$ cat config.mk
export PLATFORM = sky130hd
export DESIGN_NAME = sreg_write_unit
export DESIGN_NICKNAME = d
export VERILOG_FILES = /design/src/rtl/sreg_pkg.sv /design/src/rtl/sreg_decode.sv /design/src/rtl/sreg_field.sv /design/src/rtl/sreg_status.sv /design/src/rtl/sreg_bprio.sv /design/src/rtl/sreg_write_unit.sv
export SDC_FILE = /design/constraint.sdc
export NUM_CORES = 1
export LEC_CHECK = 0
export ABC_AREA = 1
export CAP_MARGIN = 20
export CORE_ASPECT_RATIO = 1.4
export CORE_MARGIN = 5
export CORE_UTILIZATION = 44
export DETAILED_ROUTE_END_ITERATION = 8
export MAX_ROUTING_LAYER = met4
export PLACE_DENSITY_LB_ADDON = 0.2
export SLEW_MARGIN = 25
export SYNTH_ARGS = -nofsm -noshare
export SYNTH_HDL_FRONTEND = slang
export SYNTH_SLANG_ARGS = --single-unit
export TNS_END_PERCENT = 30
$ cat constraint.sdc
create_clock -name clk -period 3.65 [get_ports clk]
set_input_delay 0.9125 -clock clk [delete_from_list [all_inputs] [get_ports clk]]
set_output_delay 0.9125 -clock clk [all_outputs]
set_load 0.02 [all_outputs]
$ cat src/rtl/sreg_pkg.sv
package sreg_pkg;

  localparam int SEL_W   = 4;
  localparam int IDX_W   = 4;
  localparam int DATA_W  = 32;
  localparam int PRIO_W  = 8;
  localparam int FLAG_HI = 31;
  localparam int FLAG_LO = 27;
  localparam int GE_HI   = 19;
  localparam int GE_LO   = 16;
  localparam int FLAG_W  = FLAG_HI - FLAG_LO + 1;
  localparam int GE_W    = GE_HI - GE_LO + 1;
  localparam logic [IDX_W-1:0] IDX_SP = 4'd13;
  localparam logic [IDX_W-1:0] IDX_PC = 4'd15;

  typedef enum logic [SEL_W-1:0] {
    SEL_FLAGS      = 4'd0,
    SEL_GE         = 4'd1,
    SEL_FLAGS_GE   = 4'd2,
    SEL_STATUS     = 4'd3,
    SEL_MAIN_SP    = 4'd4,
    SEL_PROC_SP    = 4'd5,
    SEL_IRQ_MASK   = 4'd6,
    SEL_BASE_PRIO  = 4'd7,
    SEL_BASE_RAISE = 4'd8,
    SEL_FAULT_MASK = 4'd9,
    SEL_CTRL       = 4'd10
  } sel_e;

  typedef struct packed {
    logic flags;
    logic ge;
    logic main_sp;
    logic proc_sp;
    logic irq_mask;
    logic bprio;
    logic braise;
    logic fault_mask;
    logic ctrl;
  } wr_vec_t;

  // True when the source index names a register that may not feed a write.
  function automatic logic f_src_illegal(input logic [IDX_W-1:0] idx);
    return (idx == IDX_SP) || (idx == IDX_PC);
  endfunction

  // Keeps the upper 'bits' bits of a priority byte and clears the rest.
  function automatic logic [PRIO_W-1:0] f_prio_impl(input logic [PRIO_W-1:0] v,
                                                    input int bits);
    logic [PRIO_W-1:0] keep;
    keep = {PRIO_W{1'b1}} << (PRIO_W - bits);
    return v & keep;
  endfunction

  // Raise-only acceptance: the candidate must be non-zero and tighter than
  // the current mask, where a zero mask counts as no masking at all.
  function automatic logic f_raise_ok(input logic [PRIO_W-1:0] cur,
                                      input logic [PRIO_W-1:0] cand);
    return (cand != '0) && ((cur == '0) || (cand < cur));
  endfunction

endpackage

$ cat src/rtl/sreg_decode.sv
module sreg_decode
  import sreg_pkg::*;
(
  input  logic             clk,
  input  logic             rst,
  input  logic             wr_en,
  input  logic             priv,
  input  logic [SEL_W-1:0] sel,
  input  logic [IDX_W-1:0] src_idx,
  output wr_vec_t          we,
  output logic             bad_src,
  output logic             sel_undef
);

  logic go;
  logic go_priv;

  assign bad_src = wr_en && f_src_illegal(src_idx);
  assign go      = wr_en && !bad_src;
  assign go_priv = go && priv;

  always_comb begin
    we        = '0;
    sel_undef = 1'b0;
    case (sel)
      SEL_FLAGS, SEL_STATUS: we.flags      = go;
      SEL_GE:                we.ge         = go;
      SEL_FLAGS_GE: begin
                             we.flags      = go;
                             we.ge         = go;
      end
      SEL_MAIN_SP:           we.main_sp    = go_priv;
      SEL_PROC_SP:           we.proc_sp    = go_priv;
      SEL_IRQ_MASK:          we.irq_mask   = go_priv;
      SEL_BASE_PRIO:         we.bprio      = go_priv;
      SEL_BASE_RAISE:        we.braise     = go_priv;
      SEL_FAULT_MASK:        we.fault_mask = go_priv;
      SEL_CTRL:              we.ctrl       = go_priv;
      default:               sel_undef     = 1'b1;
    endcase
  end

  p_undef_quiet_r9: assert property (@(posedge clk) disable iff (rst)
    sel_undef |-> (we == '0));

  p_unpriv_gate_r4: assert property (@(posedge clk) disable iff (rst)
    !priv |-> !(we.main_sp || we.proc_sp || we.irq_mask || we.bprio ||
                we.braise || we.fault_mask || we.ctrl));

  p_bad_blocks_r8: assert property (@(posedge clk) disable iff (rst)
    bad_src |-> (we == '0));

endmodule

$ cat src/rtl/sreg_field.sv
module sreg_field #(
  parameter int           W    = 32,
  parameter logic [W-1:0] KEEP = '1
) (
  input  logic         clk,
  input  logic         rst,
  input  logic         we,
  input  logic [W-1:0] d,
  output logic [W-1:0] q
);

  logic [W-1:0] q_r;

  always_ff @(posedge clk) begin
    if (rst)     q_r <= '0;
    else if (we) q_r <= d & KEEP;
  end

  assign q = q_r;

  p_field_hold_r10: assert property (@(posedge clk) disable iff (rst)
    !we |=> $stable(q));

endmodule

$ cat src/rtl/sreg_status.sv
module sreg_status
  import sreg_pkg::*;
(
  input  logic              clk,
  input  logic              rst,
  input  logic              we_flags,
  input  logic              we_ge,
  input  logic [FLAG_W-1:0] flag_src,
  input  logic [GE_W-1:0]   ge_src,
  output logic [DATA_W-1:0] status_q
);

  logic [FLAG_W-1:0] flags_r;
  logic [GE_W-1:0]   ge_r;

  always_ff @(posedge clk) begin
    if (rst) begin
      flags_r <= '0;
      ge_r    <= '0;
    end else begin
      if (we_flags) flags_r <= flag_src;
      if (we_ge)    ge_r    <= ge_src;
    end
  end

  always_comb begin
    status_q                = '0;
    status_q[FLAG_HI:FLAG_LO] = flags_r;
    status_q[GE_HI:GE_LO]     = ge_r;
  end

  p_flag_load_r3: assert property (@(posedge clk) disable iff (rst)
    we_flags |=> (status_q[FLAG_HI:FLAG_LO] == $past(flag_src)));

  p_ge_load_r3: assert property (@(posedge clk) disable iff (rst)
    we_ge |=> (status_q[GE_HI:GE_LO] == $past(ge_src)));

  p_flag_hold_r5: assert property (@(posedge clk) disable iff (rst)
    !we_flags |=> $stable(status_q[FLAG_HI:FLAG_LO]));

  p_ge_hold_r5: assert property (@(posedge clk) disable iff (rst)
    !we_ge |=> $stable(status_q[GE_HI:GE_LO]));

endmodule

$ cat src/rtl/sreg_bprio.sv
module sreg_bprio
  import sreg_pkg::*;
#(
  parameter int PRIO_BITS = 4
) (
  input  logic              clk,
  input  logic              rst,
  input  logic              we_plain,
  input  logic              we_raise,
  input  logic [PRIO_W-1:0] src8,
  output logic [PRIO_W-1:0] bprio_q
);

  localparam int LO = PRIO_W - PRIO_BITS;

  logic [PRIO_W-1:0] bprio_r;
  logic [PRIO_W-1:0] cand;
  logic              raise_take;
  logic              take;

  assign cand       = f_prio_impl(src8, PRIO_BITS);
  assign raise_take = we_raise && f_raise_ok(bprio_r, cand);
  assign take       = we_plain || raise_take;

  always_ff @(posedge clk) begin
    if (rst)       bprio_r <= '0;
    else if (take) bprio_r <= cand;
  end

  assign bprio_q = bprio_r;

  p_plain_load_r6: assert property (@(posedge clk) disable iff (rst)
    we_plain |=> (bprio_q[PRIO_W-1:LO] == $past(src8[PRIO_W-1:LO])));

  p_raise_only_r7: assert property (@(posedge clk) disable iff (rst)
    we_raise |=> ((bprio_q == $past(bprio_q)) ||
                  ((bprio_q != '0) &&
                   (($past(bprio_q) == '0) || (bprio_q < $past(bprio_q))))));

  p_idle_hold_r10: assert property (@(posedge clk) disable iff (rst)
    !(we_plain || we_raise) |=> $stable(bprio_q));

endmodule

$ cat src/rtl/sreg_write_unit.sv
module sreg_write_unit
  import sreg_pkg::*;
#(
  parameter int PRIO_BITS = 4
) (
  input  logic        clk,
  input  logic        rst,
  input  logic        wr_en,
  input  logic [3:0]  sel,
  input  logic [3:0]  src_idx,
  input  logic [31:0] src_val,
  input  logic        priv,
  output logic        illegal_op,
  output logic [31:0] status_q,
  output logic [31:0] main_sp_q,
  output logic [31:0] proc_sp_q,
  output logic        irq_mask_q,
  output logic [7:0]  base_prio_q,
  output logic        fault_mask_q,
  output logic [1:0]  ctrl_q
);

  localparam int          NUM_SP  = 2;
  localparam logic [31:0] SP_KEEP = 32'hFFFF_FFFC;

  wr_vec_t     we;
  logic        bad_src;
  logic        sel_undef;
  logic        illegal_r;
  logic [31:0] sp_q  [NUM_SP];
  logic        sp_we [NUM_SP];

  sreg_decode u_dec (
    .clk       (clk),
    .rst       (rst),
    .wr_en     (wr_en),
    .priv      (priv),
    .sel       (sel),
    .src_idx   (src_idx),
    .we        (we),
    .bad_src   (bad_src),
    .sel_undef (sel_undef)
  );

  sreg_status u_stat (
    .clk      (clk),
    .rst      (rst),
    .we_flags (we.flags),
    .we_ge    (we.ge),
    .flag_src (src_val[FLAG_HI:FLAG_LO]),
    .ge_src   (src_val[GE_HI:GE_LO]),
    .status_q (status_q)
  );

  assign sp_we[0] = we.main_sp;
  assign sp_we[1] = we.proc_sp;

  for (genvar g = 0; g < NUM_SP; g++) begin : g_sp
    sreg_field #(.W(32), .KEEP(SP_KEEP)) u_sp (
      .clk (clk),
      .rst (rst),
      .we  (sp_we[g]),
      .d   (src_val),
      .q   (sp_q[g])
    );
  end

  assign main_sp_q = sp_q[0];
  assign proc_sp_q = sp_q[1];

  sreg_field #(.W(1)) u_irqm (
    .clk (clk), .rst (rst), .we (we.irq_mask), .d (src_val[0]), .q (irq_mask_q)
  );

  sreg_field #(.W(1)) u_fltm (
    .clk (clk), .rst (rst), .we (we.fault_mask), .d (src_val[0]), .q (fault_mask_q)
  );

  sreg_field #(.W(2)) u_ctrl (
    .clk (clk), .rst (rst), .we (we.ctrl), .d (src_val[1:0]), .q (ctrl_q)
  );

  sreg_bprio #(.PRIO_BITS(PRIO_BITS)) u_bp (
    .clk      (clk),
    .rst      (rst),
    .we_plain (we.bprio),
    .we_raise (we.braise),
    .src8     (src_val[7:0]),
    .bprio_q  (base_prio_q)
  );

  always_ff @(posedge clk) begin
    if (rst) illegal_r <= 1'b0;
    else     illegal_r <= bad_src;
  end

  assign illegal_op = illegal_r;

  p_bad_pulse_r8: assert property (@(posedge clk) disable iff (rst)
    bad_src |=> illegal_op);

  p_bad_nochange_r8: assert property (@(posedge clk) disable iff (rst)
    bad_src |=> $stable({status_q, main_sp_q, proc_sp_q, irq_mask_q,
                         base_prio_q, fault_mask_q, ctrl_q}));

  p_undef_nochange_r9: assert property (@(posedge clk) disable iff (rst)
    (wr_en && sel_undef) |=> ($stable({status_q, main_sp_q, proc_sp_q, irq_mask_q,
                                      base_prio_q, fault_mask_q, ctrl_q}) &&
                             (illegal_op == $past(bad_src))));

  p_no_err_r10: assert property (@(posedge clk) disable iff (rst)
    !wr_en |=> !illegal_op);

  p_unpriv_keep_r4: assert property (@(posedge clk) disable iff (rst)
    (wr_en && !priv) |=> $stable({main_sp_q, proc_sp_q, irq_mask_q,
                                  base_prio_q, fault_mask_q, ctrl_q}));

endmodule

==> reports/results.tsv <==
stage	metric	value	unit
global_routing	global-route wire length before repair	12900	um
detailed_routing	number of vias per cell	4.61	
floorplan	standard-cell rows	37	
worst_setup_path	CP bufs+invs	3	
detailed_routing	DRT Wirelength	8240	um
worst_setup_path	startpoint types	primary input	
detailed_routing	vias	2939	
timing	Setup WS post-layout	1.16	ns
timing	setup_tns	0	ns
worst_setup_path	Worst R2R Path Depth	10	
detailed_routing	post-DR wirelength/cell	12.9	um
timing	final count of pins violating max slew	0	
worst_hold_path	hold path cells	2	
yosys	cells after synthesis	422	
clocking	total clock sinks	78	
clocking	setup bufs post-CTS	0	
worst_setup_path	WP data required	3.92	ns
layout	Filler cells	697	
timing	Tcrit/Tclk final	0.682	
clocking	hold buffer count at cts	0	
timing	clk_skew	0.000149	ns
clocking	CTS HTree Levels	3	
detailed_routing	drt pass-1 iters	4	
clocking	later-pin clock latency in the skew report	0.33	ns
placed_design	Routability Congestion	0.869	
worst_setup_path	CP top delay family	buffers and inverters	
yosys	dominant cells by area after synthesis	dfxtp_1, nor2_1, o21ai_0, buf_4, nand2_1	
global_routing	GR Overflow Total	0	
global_routing	antenna violations before repair	0	
yosys	Post-synth EDFFs	0	
yosys	top-count cell post-synth	nor2_1	
global_routing	vias in the first global route	2692	
clocking	CTS resizes	0	
yosys	FF+latch count, synth	78	
worst_setup_path	critical path's slowest cell	clkdlybuf4s50_1	
timing	Final min period	2.49	ns
placed_design	Port Buffer Count	120	
detailed_routing	drt first-iter violations	145	
power	Worst VDD drop	0.000227	V
yosys	Distinct cells, synth	25	
yosys	register area share after synthesis	0.482	
layout	Layout area overhead	40.1	%
detailed_routing	DR DRC count	0	
worst_setup_path	type of destination of the critical path	register	
global_routing	GRT Total Usage	0.183	
yosys	FFs w/ async S/R, synth	0	
timing	# setup viols final	0	
floorplan	initial core utilization	0.446	
yosys	yosys warns	0	
timing	Max-slew headroom	0.553	
detailed_routing	number of routed nets with antenna violations	0	
yosys	syn_area_per_cell	7.68	sq um
layout	ANT cells	0	
run_status	outcome	finished clean	
placed_design	Placement Setup Slack	0.800	ns
clocking	clk slew on worst S/H paths	0.07	ns
floorplan	core area	7270	sq um
clocking	maximum clock insertion buffer count	2	
layout	FF+latch area	1560	sq um
yosys	Yosys top cell by area	dfxtp_1	
timing	FMAX	0.402	GHz
worst_setup_path	cells along the critical path	clkdlybuf4s50_1, nand3_4, nor2_4, nand2_2, buf_4, inv_2, o21ai_0, a21oi_1	
worst_setup_path	worst path arrival time	2.76	ns
worst_setup_path	CP max FO	31	
worst_setup_path	Critical Path Stages	8	
power	P_leak	0.00186	uW
job	max cap viols	0	
placed_design	DP Wirelength	5910	um
floorplan	die height	112	um
floorplan	Top-Level Pins	153	
yosys	Post-Synthesis Cell Area	3240	sq um
layout	share of cells above drive strength 1	0.0722	
layout	Net count, final	583	
worst_setup_path	crit-path max cell delay	0.56	ns
yosys	Most used DFF post-synth	dfxtp_1	
worst_hold_path	Hold WC Path Type	register to register	
timing	RSZ-0062 raised after global routing	no	
timing	final-report hold violation count	0	
yosys	top-area cell type share of the netlist area	0.482	
global_routing	largest net degree at the start of global routing	46	
clocking	CTS tree	built	
worst_setup_path	Setup Crit Path Kind	primary input to register	
timing	worst-margin pin slew	0.670	ns
clocking	CTS Root Cell	clkbuf_8	
floorplan	Die Area	9200	sq um
yosys	Post-synth top cells	nor2_1, dfxtp_1, o21ai_0	
floorplan	Die W	82.5	um
layout	area taken by multi-input logic gates	1370	sq um
clocking	number of buffers created by CTS	9	
power	pwr/cell area	372	nW/um^2
-- worst register-to-register path, stage by stage, from the launching register on --
cell and delay, ns:
dfxtp_1 0.34, inv_1 0.08, ha_1 0.27, nand2_1 0.07, nand2_1 0.04, nand2_1 0.05
nand2_1 0.04, nand2_1 0.05, nand2_1 0.15, a21oi_1 0.19, nor2_1 0.06
-- flip-flops by register name (all words and copies together), names as in the netlist --
register	count
illegal_op	1
u_stat.flags_r	5
u_fltm.q	1
g_sp.u_sp.q	60
u_ctrl.q	2
u_bp.bprio_q	4
u_irqm.q	1
u_stat.ge_r	4
-- power by group --
group | leakage (uW) | internal [uW] | switching [uW]
clock network | 0.0000952 | 329 | 293
registers | 0.000630 | 864 | 6.49
logic | 0.00114 | 83.1 | 112
total | 0.00186 | 1280 | 411
-- placed cells by master (no fill, tap or decap), types with 2 or more instances in the layout --
master / count
dfxtp_1: 78
nand2_2: 3
nand3_1: 7
o21ai_0: 62
clkbuf_8: 10
clkdlybuf4s50_1: 120
clkinv_2: 2
buf_4: 4
nor2_1: 140
inv_1: 16
inv_2: 2
conb_1: 31
ha_1: 3
a21oi_1: 9
nand4_1: 3
o21ai_1: 10
nor2_2: 10
nand2_1: 20
-- worst paths after layout --
kind / start / slack, ns / end
setup / recovery: wr_en / 1.16 / g_sp[0].u_sp.q[4]$_SDFFE_PP0P_
hold / removal: u_irqm.q$_SDFFE_PP0P_ / 0.48 / u_irqm.q$_SDFFE_PP0P_
setup reg to reg: u_bp.bprio_q[5]$_SDFFE_PP0P_ / 2.20 / u_bp.bprio_q[7]$_SDFFE_PP0P_
hold reg to reg: u_irqm.q$_SDFFE_PP0P_ / 0.48 / u_irqm.q$_SDFFE_PP0P_
-- stage by stage --
step           cell area [sq um]  cells   util  power (uW)  hold slack, ns
6_report                    4540    637  0.625        1690           0.477
3_5_place_dp                4350    622  0.599        1080           0.471
4_1_cts                     4540    637  0.625        1710           0.486
3_3_place_gp                4350    622  0.599        1080           0.451
5_1_grt                     4540    637  0.625        1770           0.505
2_1_floorplan               3350    452      -        1010           0.530
-- layout make-up --
class,instances,area share
inverters,19,0.0157
multi-input cells,304,0.301
well taps,97,0.0267
flip-flops and latches,78,0.344
clock buffers,11,0.0311
clock inverters,4,0.0105
repair buffers,124,0.271
-- metal layers --
layer	track usage	share of wire	vias to the layer above
li1	-	-	1506
met1	0.218	0.41	1316
met2	0.295	0.50	108
met3	0.0469	0.078	9
met4	0.0654	0.013	0
met5	-	0	-
-- logic make-up after synthesis --
kind of cell,count (synthesis),synth area share
DFF,78,0.482
buffers and inverters,70,0.131
and+or+nand+nor,188,0.246
adders and majority gates,3,0.0116
AOI/OAI and AO/OA,82,0.128
other,1,0.00116
(Power assumes the default switching activity.)
